==> config.mk <==
export PLATFORM = sky130hd
export DESIGN_NAME = pit_timer
export DESIGN_NICKNAME = d
export VERILOG_FILES = /design/src/rtl/pit_pkg.sv /design/src/rtl/pit_edge_sync.sv /design/src/rtl/pit_core.sv /design/src/rtl/pit_out_stage.sv /design/src/rtl/pit_timer.sv
export SDC_FILE = /design/constraint.sdc
export NUM_CORES = 1
export LEC_CHECK = 0
export ABC_AREA = 1
export BUFFER_PORTS_ARGS = -buffer_cell sky130_fd_sc_hd__buf_2
export CORE_MARGIN = 5
export CORE_UTILIZATION = 34
export CTS_BUF_LIST = sky130_fd_sc_hd__clkbuf_8
export DETAILED_ROUTE_END_ITERATION = 6
export PLACE_DENSITY_LB_ADDON = 0.05
export SYNTH_ARGS = -nofsm -noshare
export SYNTH_HDL_FRONTEND = slang
export SYNTH_HIERARCHICAL = 1
export SYNTH_SLANG_ARGS = --single-unit
export TNS_END_PERCENT = 20
==> constraint.sdc <==
create_clock -name clk -period 1.4 [get_ports clk]
set_input_delay 0.07 -clock clk [delete_from_list [all_inputs] [get_ports clk]]
set_output_delay 0.07 -clock clk [all_outputs]
set_load 0.01 [all_outputs]
==> src/rtl/pit_pkg.sv <==
package pit_pkg;
    localparam int BYTE_W = 8;
    localparam int CNT_W  = 2 * BYTE_W;
    localparam int ADDR_W = 2;

    localparam logic [ADDR_W-1:0] A_LO   = 2'd0;
    localparam logic [ADDR_W-1:0] A_HI   = 2'd1;
    localparam logic [ADDR_W-1:0] A_CTRL = 2'd2;

    typedef struct packed {
        logic [1:0] spare;   // bits 7:6, stored only
        logic       ext_src; // bit 5
        logic       reload;  // bit 4, strobe, never stored
        logic       once;    // bit 3
        logic       flip;    // bit 2
        logic       drive;   // bit 1
        logic       run;     // bit 0
    } ctrl_t;

    typedef struct packed {
        logic [CNT_W-1:0] count;
        logic [CNT_W-1:0] latch;
        ctrl_t            ctrl;
    } core_st_t;
endpackage

==> src/rtl/pit_edge_sync.sv <==
module pit_edge_sync #(
    parameter int STAGES = 2
) (
    input  logic clk,
    input  logic rst_n,
    input  logic din,
    output logic rise
);
    logic [STAGES-1:0] sync_q, sync_d;
    logic              prev_q;

    if (STAGES > 1) begin : g_chain
        always_comb sync_d = {sync_q[STAGES-2:0], din};
    end else begin : g_single
        always_comb sync_d = din;
    end

    always_ff @(posedge clk or negedge rst_n) begin
        if (!rst_n) begin
            sync_q <= '0;
            prev_q <= 1'b0;
        end else begin
            sync_q <= sync_d;
            prev_q <= sync_q[STAGES-1];
        end
    end

    assign rise = sync_q[STAGES-1] & ~prev_q;

    // one edge yields one count enable
    p_one_tick_r8: assert property (@(posedge clk) disable iff (!rst_n)
        rise |=> !rise);
endmodule

==> src/rtl/pit_core.sv <==
module pit_core
    import pit_pkg::*;
(
    input  logic              clk,
    input  logic              rst_n,
    input  logic              wr_en,
    input  logic [ADDR_W-1:0] addr,
    input  logic [BYTE_W-1:0] wdata,
    input  logic              ext_rise,
    output logic [CNT_W-1:0]  count,
    output ctrl_t             ctrl,
    output logic              uf,
    output logic              start_rise
);
    core_st_t st_q, st_d;
    ctrl_t    wr_ctrl;
    logic     tick;

    always_comb begin
        st_d       = st_q;
        uf         = 1'b0;
        start_rise = 1'b0;
        wr_ctrl    = ctrl_t'(wdata);
        tick       = st_q.ctrl.run && (st_q.ctrl.ext_src ? ext_rise : 1'b1);

        if (tick) begin
            if (st_q.count == '0) begin
                uf         = 1'b1;
                st_d.count = st_q.latch;
                if (st_q.ctrl.once) st_d.ctrl.run = 1'b0;
            end else begin
                st_d.count = st_q.count - CNT_W'(1);
            end
        end

        if (wr_en) begin
            unique case (addr)
                A_LO: st_d.latch[BYTE_W-1:0] = wdata;
                A_HI: begin
                    st_d.latch[CNT_W-1:BYTE_W] = wdata;
                    if (!st_q.ctrl.run) st_d.count = {wdata, st_q.latch[BYTE_W-1:0]};
                end
                A_CTRL: begin
                    st_d.ctrl        = wr_ctrl;
                    st_d.ctrl.reload = 1'b0;
                    start_rise       = wr_ctrl.run && !st_q.ctrl.run;
                    if (wr_ctrl.reload) st_d.count = st_q.latch;
                end
                default: ;
            endcase
        end
    end

    always_ff @(posedge clk or negedge rst_n) begin
        if (!rst_n) begin
            st_q.count <= '1;
            st_q.latch <= '1;
            st_q.ctrl  <= '0;
        end else begin
            st_q <= st_d;
        end
    end

    assign count = st_q.count;
    assign ctrl  = st_q.ctrl;

    // underflow leaves the latch value in the counter
    p_reload_r2: assert property (@(posedge clk) disable iff (!rst_n)
        uf |=> (st_q.count == $past(st_q.latch)));

    // a stopped counter without writes holds
    p_hold_r2: assert property (@(posedge clk) disable iff (!rst_n)
        (!st_q.ctrl.run && !wr_en) |=> $stable(st_q.count));

    // once mode stops itself
    p_once_stop_r4: assert property (@(posedge clk) disable iff (!rst_n)
        (uf && st_q.ctrl.once && !(wr_en && addr == A_CTRL)) |=> !st_q.ctrl.run);

    // the strobe is never stored
    p_no_store_r5: assert property (@(posedge clk) disable iff (!rst_n)
        !st_q.ctrl.reload);
endmodule

==> src/rtl/pit_out_stage.sv <==
module pit_out_stage (
    input  logic clk,
    input  logic rst_n,
    input  logic drive,
    input  logic flip_mode,
    input  logic uf,
    input  logic start_rise,
    input  logic port_in,
    output logic uflow,
    output logic port_out
);
    typedef struct packed {
        logic pulse;
        logic level;
    } out_st_t;

    out_st_t st_q, st_d;

    always_comb begin
        st_d.pulse = uf;
        st_d.level = st_q.level;
        if (start_rise)  st_d.level = 1'b1;
        else if (uf)     st_d.level = ~st_q.level;
    end

    always_ff @(posedge clk or negedge rst_n) begin
        if (!rst_n) st_q <= '0;
        else        st_q <= st_d;
    end

    assign uflow    = st_q.pulse;
    assign port_out = drive ? (flip_mode ? st_q.level : st_q.pulse) : port_in;

    // each underflow inverts the level
    p_flip_r11: assert property (@(posedge clk) disable iff (!rst_n)
        uf |=> (st_q.level != $past(st_q.level)));
endmodule

==> src/rtl/pit_timer.sv <==
module pit_timer
    import pit_pkg::*;
#(
    parameter int SYNC_STAGES = 2
) (
    input  logic              clk,
    input  logic              rst_n,
    input  logic              wr_en,
    input  logic [ADDR_W-1:0] addr,
    input  logic [BYTE_W-1:0] wdata,
    output logic [BYTE_W-1:0] rdata,
    input  logic              cnt_in,
    input  logic              port_in,
    output logic              uflow,
    output logic              port_out
);
    logic             ext_rise;
    logic [CNT_W-1:0] count;
    ctrl_t            ctrl;
    logic             uf;
    logic             start_rise;

    pit_edge_sync #(.STAGES(SYNC_STAGES)) sync_i (
        .clk  (clk),
        .rst_n(rst_n),
        .din  (cnt_in),
        .rise (ext_rise)
    );

    pit_core core_i (
        .clk       (clk),
        .rst_n     (rst_n),
        .wr_en     (wr_en),
        .addr      (addr),
        .wdata     (wdata),
        .ext_rise  (ext_rise),
        .count     (count),
        .ctrl      (ctrl),
        .uf        (uf),
        .start_rise(start_rise)
    );

    pit_out_stage out_i (
        .clk       (clk),
        .rst_n     (rst_n),
        .drive     (ctrl.drive),
        .flip_mode (ctrl.flip),
        .uf        (uf),
        .start_rise(start_rise),
        .port_in   (port_in),
        .uflow     (uflow),
        .port_out  (port_out)
    );

    always_comb begin
        unique case (addr)
            A_LO:    rdata = count[BYTE_W-1:0];
            A_HI:    rdata = count[CNT_W-1:BYTE_W];
            A_CTRL:  rdata = BYTE_W'(ctrl);
            default: rdata = '0;
        endcase
    end

    // strobe bit reads zero at the port
    p_strobe_reads_zero_r5: assert property (@(posedge clk) disable iff (!rst_n)
        (addr == A_CTRL) |-> !rdata[4]);
endmodule

==> impl_results.md <==
- Die Y: 109 um
- Post-synth net total: approximately 490
- Rows: 36
- Die area: 0.0118 mm2
- Fmax achieved: between 600 and 700 MHz
- R2r setup slk: -0.22 ns
- Clk sinks: between 40 and 50
- CTS tree: yes
- Clk pin slew, worst setup/hold paths: 0.09 ns
- Crit path time final: approximately 1.6 ns
- Crit Path Class: reg -> reg
- Worst Path Required: roughly 1.6 ns
- Reg-to-Reg Start: core_i/count[2]
- Delay-heaviest family, CP: simple AND/OR/NAND/NOR gates
- Io pins: 25
- RSZ-0062 raised after global routing: true
- Power share of the sequential group: 33.4%
- Synthesized area: about 0.0033 mm2
- Worst path slowest cell: dfstp_2
- Htree depth: 2
- Ys Warns: 6
- DR pass1 iterations: 4
- Post-route DRC: 0
- Die width: between 100 and 150 um
- Syn Inst Count: 465
- Internal power of the cells: between 3 and 4 mW
- Pin count of the biggest net entering global routing: 29
- Reg2reg end: core_i/count[13]
- Port bufs: 24
- Setup violators final: 19
- Period utilisation layout: 116%
- Status: finished, violations left
- Synth top area share: 25.5%
- Inserted Clock Buffers: 5
- Switching power: 2.58 mW
- Overflow after GRT: 0
- Placer congestion estimate: 0.886
- P&R area growth vs syn: 31.3%
- Fin Setup TNS: -3.34 ns
- Overall power consumption: ~6.4 mW
- Yosys cell types: 36
- Area contributors post-synth: dfstp_2 (25%), nand2_1 (13%), dfrtp_1 (9.1%), nand3_1 (8.5%), o21ai_0 (7.6%)
- Worst IR Drop VDD: 0.635 mV
- FF+latch count, synth: 44
- Via count: between 3000 and 4000
- Max-cap viol count: 0
- Nets: 554
- Iter 0 DRT Violations: roughly 230
- Hold endpoint: core_i/st_q[8]
- Clock network fraction of total power: between 15 and 20%
- Fin. Hold Viols: 0
- Seq/Total Area, Yosys: 34.6%
- Routed vias/inst: approximately 4.8
- Root Buffer: clkbuf_8
- Worst Path Max Fanout: 8
- Initial Util: 34.3%
- Detail Placement HPWL: around 8500 um
- Vias in the first global route: 3060
- Worst Hold Class: in -> reg
- Initial antenna violation count: 0
- CP dominant cell by count: nand2_1
- Clk_lat worst skew: roughly 0.30 ns
- Comb pwr share: around half
- Sw Ratio: 40.5%
- Cell Chain, Critical Path: nor2_4, nand2_4, nor2_4, buf_4, nand2_4, or2_0, nand3_1, nand2_1, nand2_1, nand2_1
- Ant. Diodes: 0
- R2R cell count: 10
- Final-report max-slew violation count: 0
- Syn avg cell area: slightly above 7 um2
- P_leak: 2.07 nW
- Worst path arrival time: between 1.5 and 2 ns
- First-pass GRT wire length: between 15000 and 20000 um
- CP endpoint kind: flip-flop
- Antenna Nets Post-Route: 0
- Final wirelength: about 11000 um
- Bufs and invs on worst path: 1
- Worst Skew: 0.00797 ns
- Startpoint Class: flip-flop
- Drt wl/cell: ~16 um
- Core footprint: between 0.009 and 0.01 mm2
- Layout cells sized above 1: between 40% and 50%
- Failing checks: setup timing
- Hold depth: 3
- Final setup margin: -0.225 ns
- Total GRT Usage: roughly a fifth
- PwrDens: 1470 mW/mm2
- Hold path startpoint: wdata[0]
- CP max stage delay: roughly 0.44 ns
- Largest area contributor in the netlist: dfstp_2
- Final core utilization: between 40% and 50%
- Worst-case clock buffer depth: 2
flip-flops by register name (all words and copies together) (netlist names):
register	flops
sync_i/prev_q	1
core_i/count	16
out_i/st_q	1
sync_i/sync_q	2
core_i/ctrl	7
core_i/st_q	16
out_i/uflow	1
Yosys cell counts, drive strengths merged:
cell type,number
nand2,122
inv,58
nand3,58
o21ai,54
buf,33
dfstp,32
nor2,32
a21oi,16
dfrtp,12
o211ai,11
clkbuf,7
o22ai,6
ha,5
xor2,5
a32oi,3
nand4,2
nor3,2
a31o,1
clkinv,1
conb,1
o221ai,1
o31ai,1
o32ai,1
or2,1
how the worst max path moves through the flow:
stage,slack [ns],start,to,cells after the start
6_report,-0.22,core_i/count[2],core_i/count[13],10
3_3_place_gp,-0.24,core_i/count[13],core_i/count[5],9
4_1_cts,-0.21,core_i/count[0],core_i/count[12],12
3_5_place_dp,-0.25,core_i/count[1],core_i/count[11],11
5_1_grt,-0.32,core_i/count[2],core_i/count[12],10
2_1_floorplan,-0.04,core_i/count[0],core_i/count[1],9
routing by layer:
| metal | wire [um] | GRT usage, % | up-vias | share of wire [%] |
|---|---|---|---|---|
| met4 | 210 | 5.05 | 0 | 1.9 |
| met1 | 5190 | 27.8 | 1484 | 48 |
| met2 | 4770 | 29.0 | 70 | 44 |
| li1 | - | - | 1641 | - |
| met3 | 631 | 2.27 | 13 | 5.8 |
| met5 | 0 | 0 | - | 0 |
cells by family after synthesis:
group / share of synthesized area (%)
flip-flops: 34.6
AO/OA/AOI/OAI: 16.9
other: 0.114
AND/OR/NAND/NOR: 30.2
buffers and inverters: 15.0
XOR/XNOR: 1.33
adder cells (fa/ha/maj): 1.89
cell usage in the layout, fill, tap and decap left out, types with 2 or more instances in the layout:
cell             n
nand2_2         13
buf_4           60
inv_2            5
o21ai_0         44
a21oi_2          6
buf_6           13
dlygate4sd3_1    2
nor2_4           8
dfstp_2         32
o211ai_2         4
inv_4            3
buf_2           23
o21ai_2          3
nand3_1         47
a32oi_1          3
o21ai_1          7
a21oi_1         10
o211ai_1         7
clkbuf_8         5
nand3_4          3
nor2_2           7
nand4_1          2
buf_12           2
nand2_1        101
inv_1           50
nand2_4          9
ha_4             2
dfrtp_1         12
o22ai_1          6
nor2_1          17
ha_1             3
xor2_1           5
nand3_2          8
cell type report:
class	count	area, um2
timing repair buffer	100	772
clock buffer	5	68.8
multi-input combinational	324	1910
tap	133	166
fill	1034	5300
inverter	59	236
sequential	44	1140
clock inverter	3	46.3
power groups by stage:
stage                     clock network (mW)  registers [mW]  logic (mW)
after global routing                    1.13            2.18        3.52
after floorplan                            0            2.04        1.70
after detailed placement                   0            2.10        2.70
after global placement                     0            2.10        2.70
after CTS                               1.08            2.10        2.89
final                                   1.03            2.13        3.21
worst min-delay path, stage by stage:
cell and delay [ns]:
buf_2 0.13, inv_1 0.06, o21ai_0 0.08
per-stage QoR:
stage	cells	hold WS, ns	setup slack (ns)	instance area (um2)
6_report	668	0.0458	-0.225	4340
3_3_place_gp	645	0.0296	-0.244	3830
4_1_cts	658	0.0298	-0.208	4080
3_5_place_dp	645	0.0300	-0.252	3830
5_1_grt	668	0.0414	-0.319	4340
2_1_floorplan	465	-0.226	-0.0407	3330
what timing repair did:
| action | CTS | global route |
|---|---|---|
| setup endpoints to repair | 20 | 25 |
| pin swaps | 11 | 18 |
| hold buffers | 2 | 0 |
| setup buffers | 3 | 9 |
| endpoints found under the hold margin | 10 | 0 |
| cloned | 0 | 2 |
| gates resized for setup | 26 | 42 |
(Power assumes the default switching activity.)
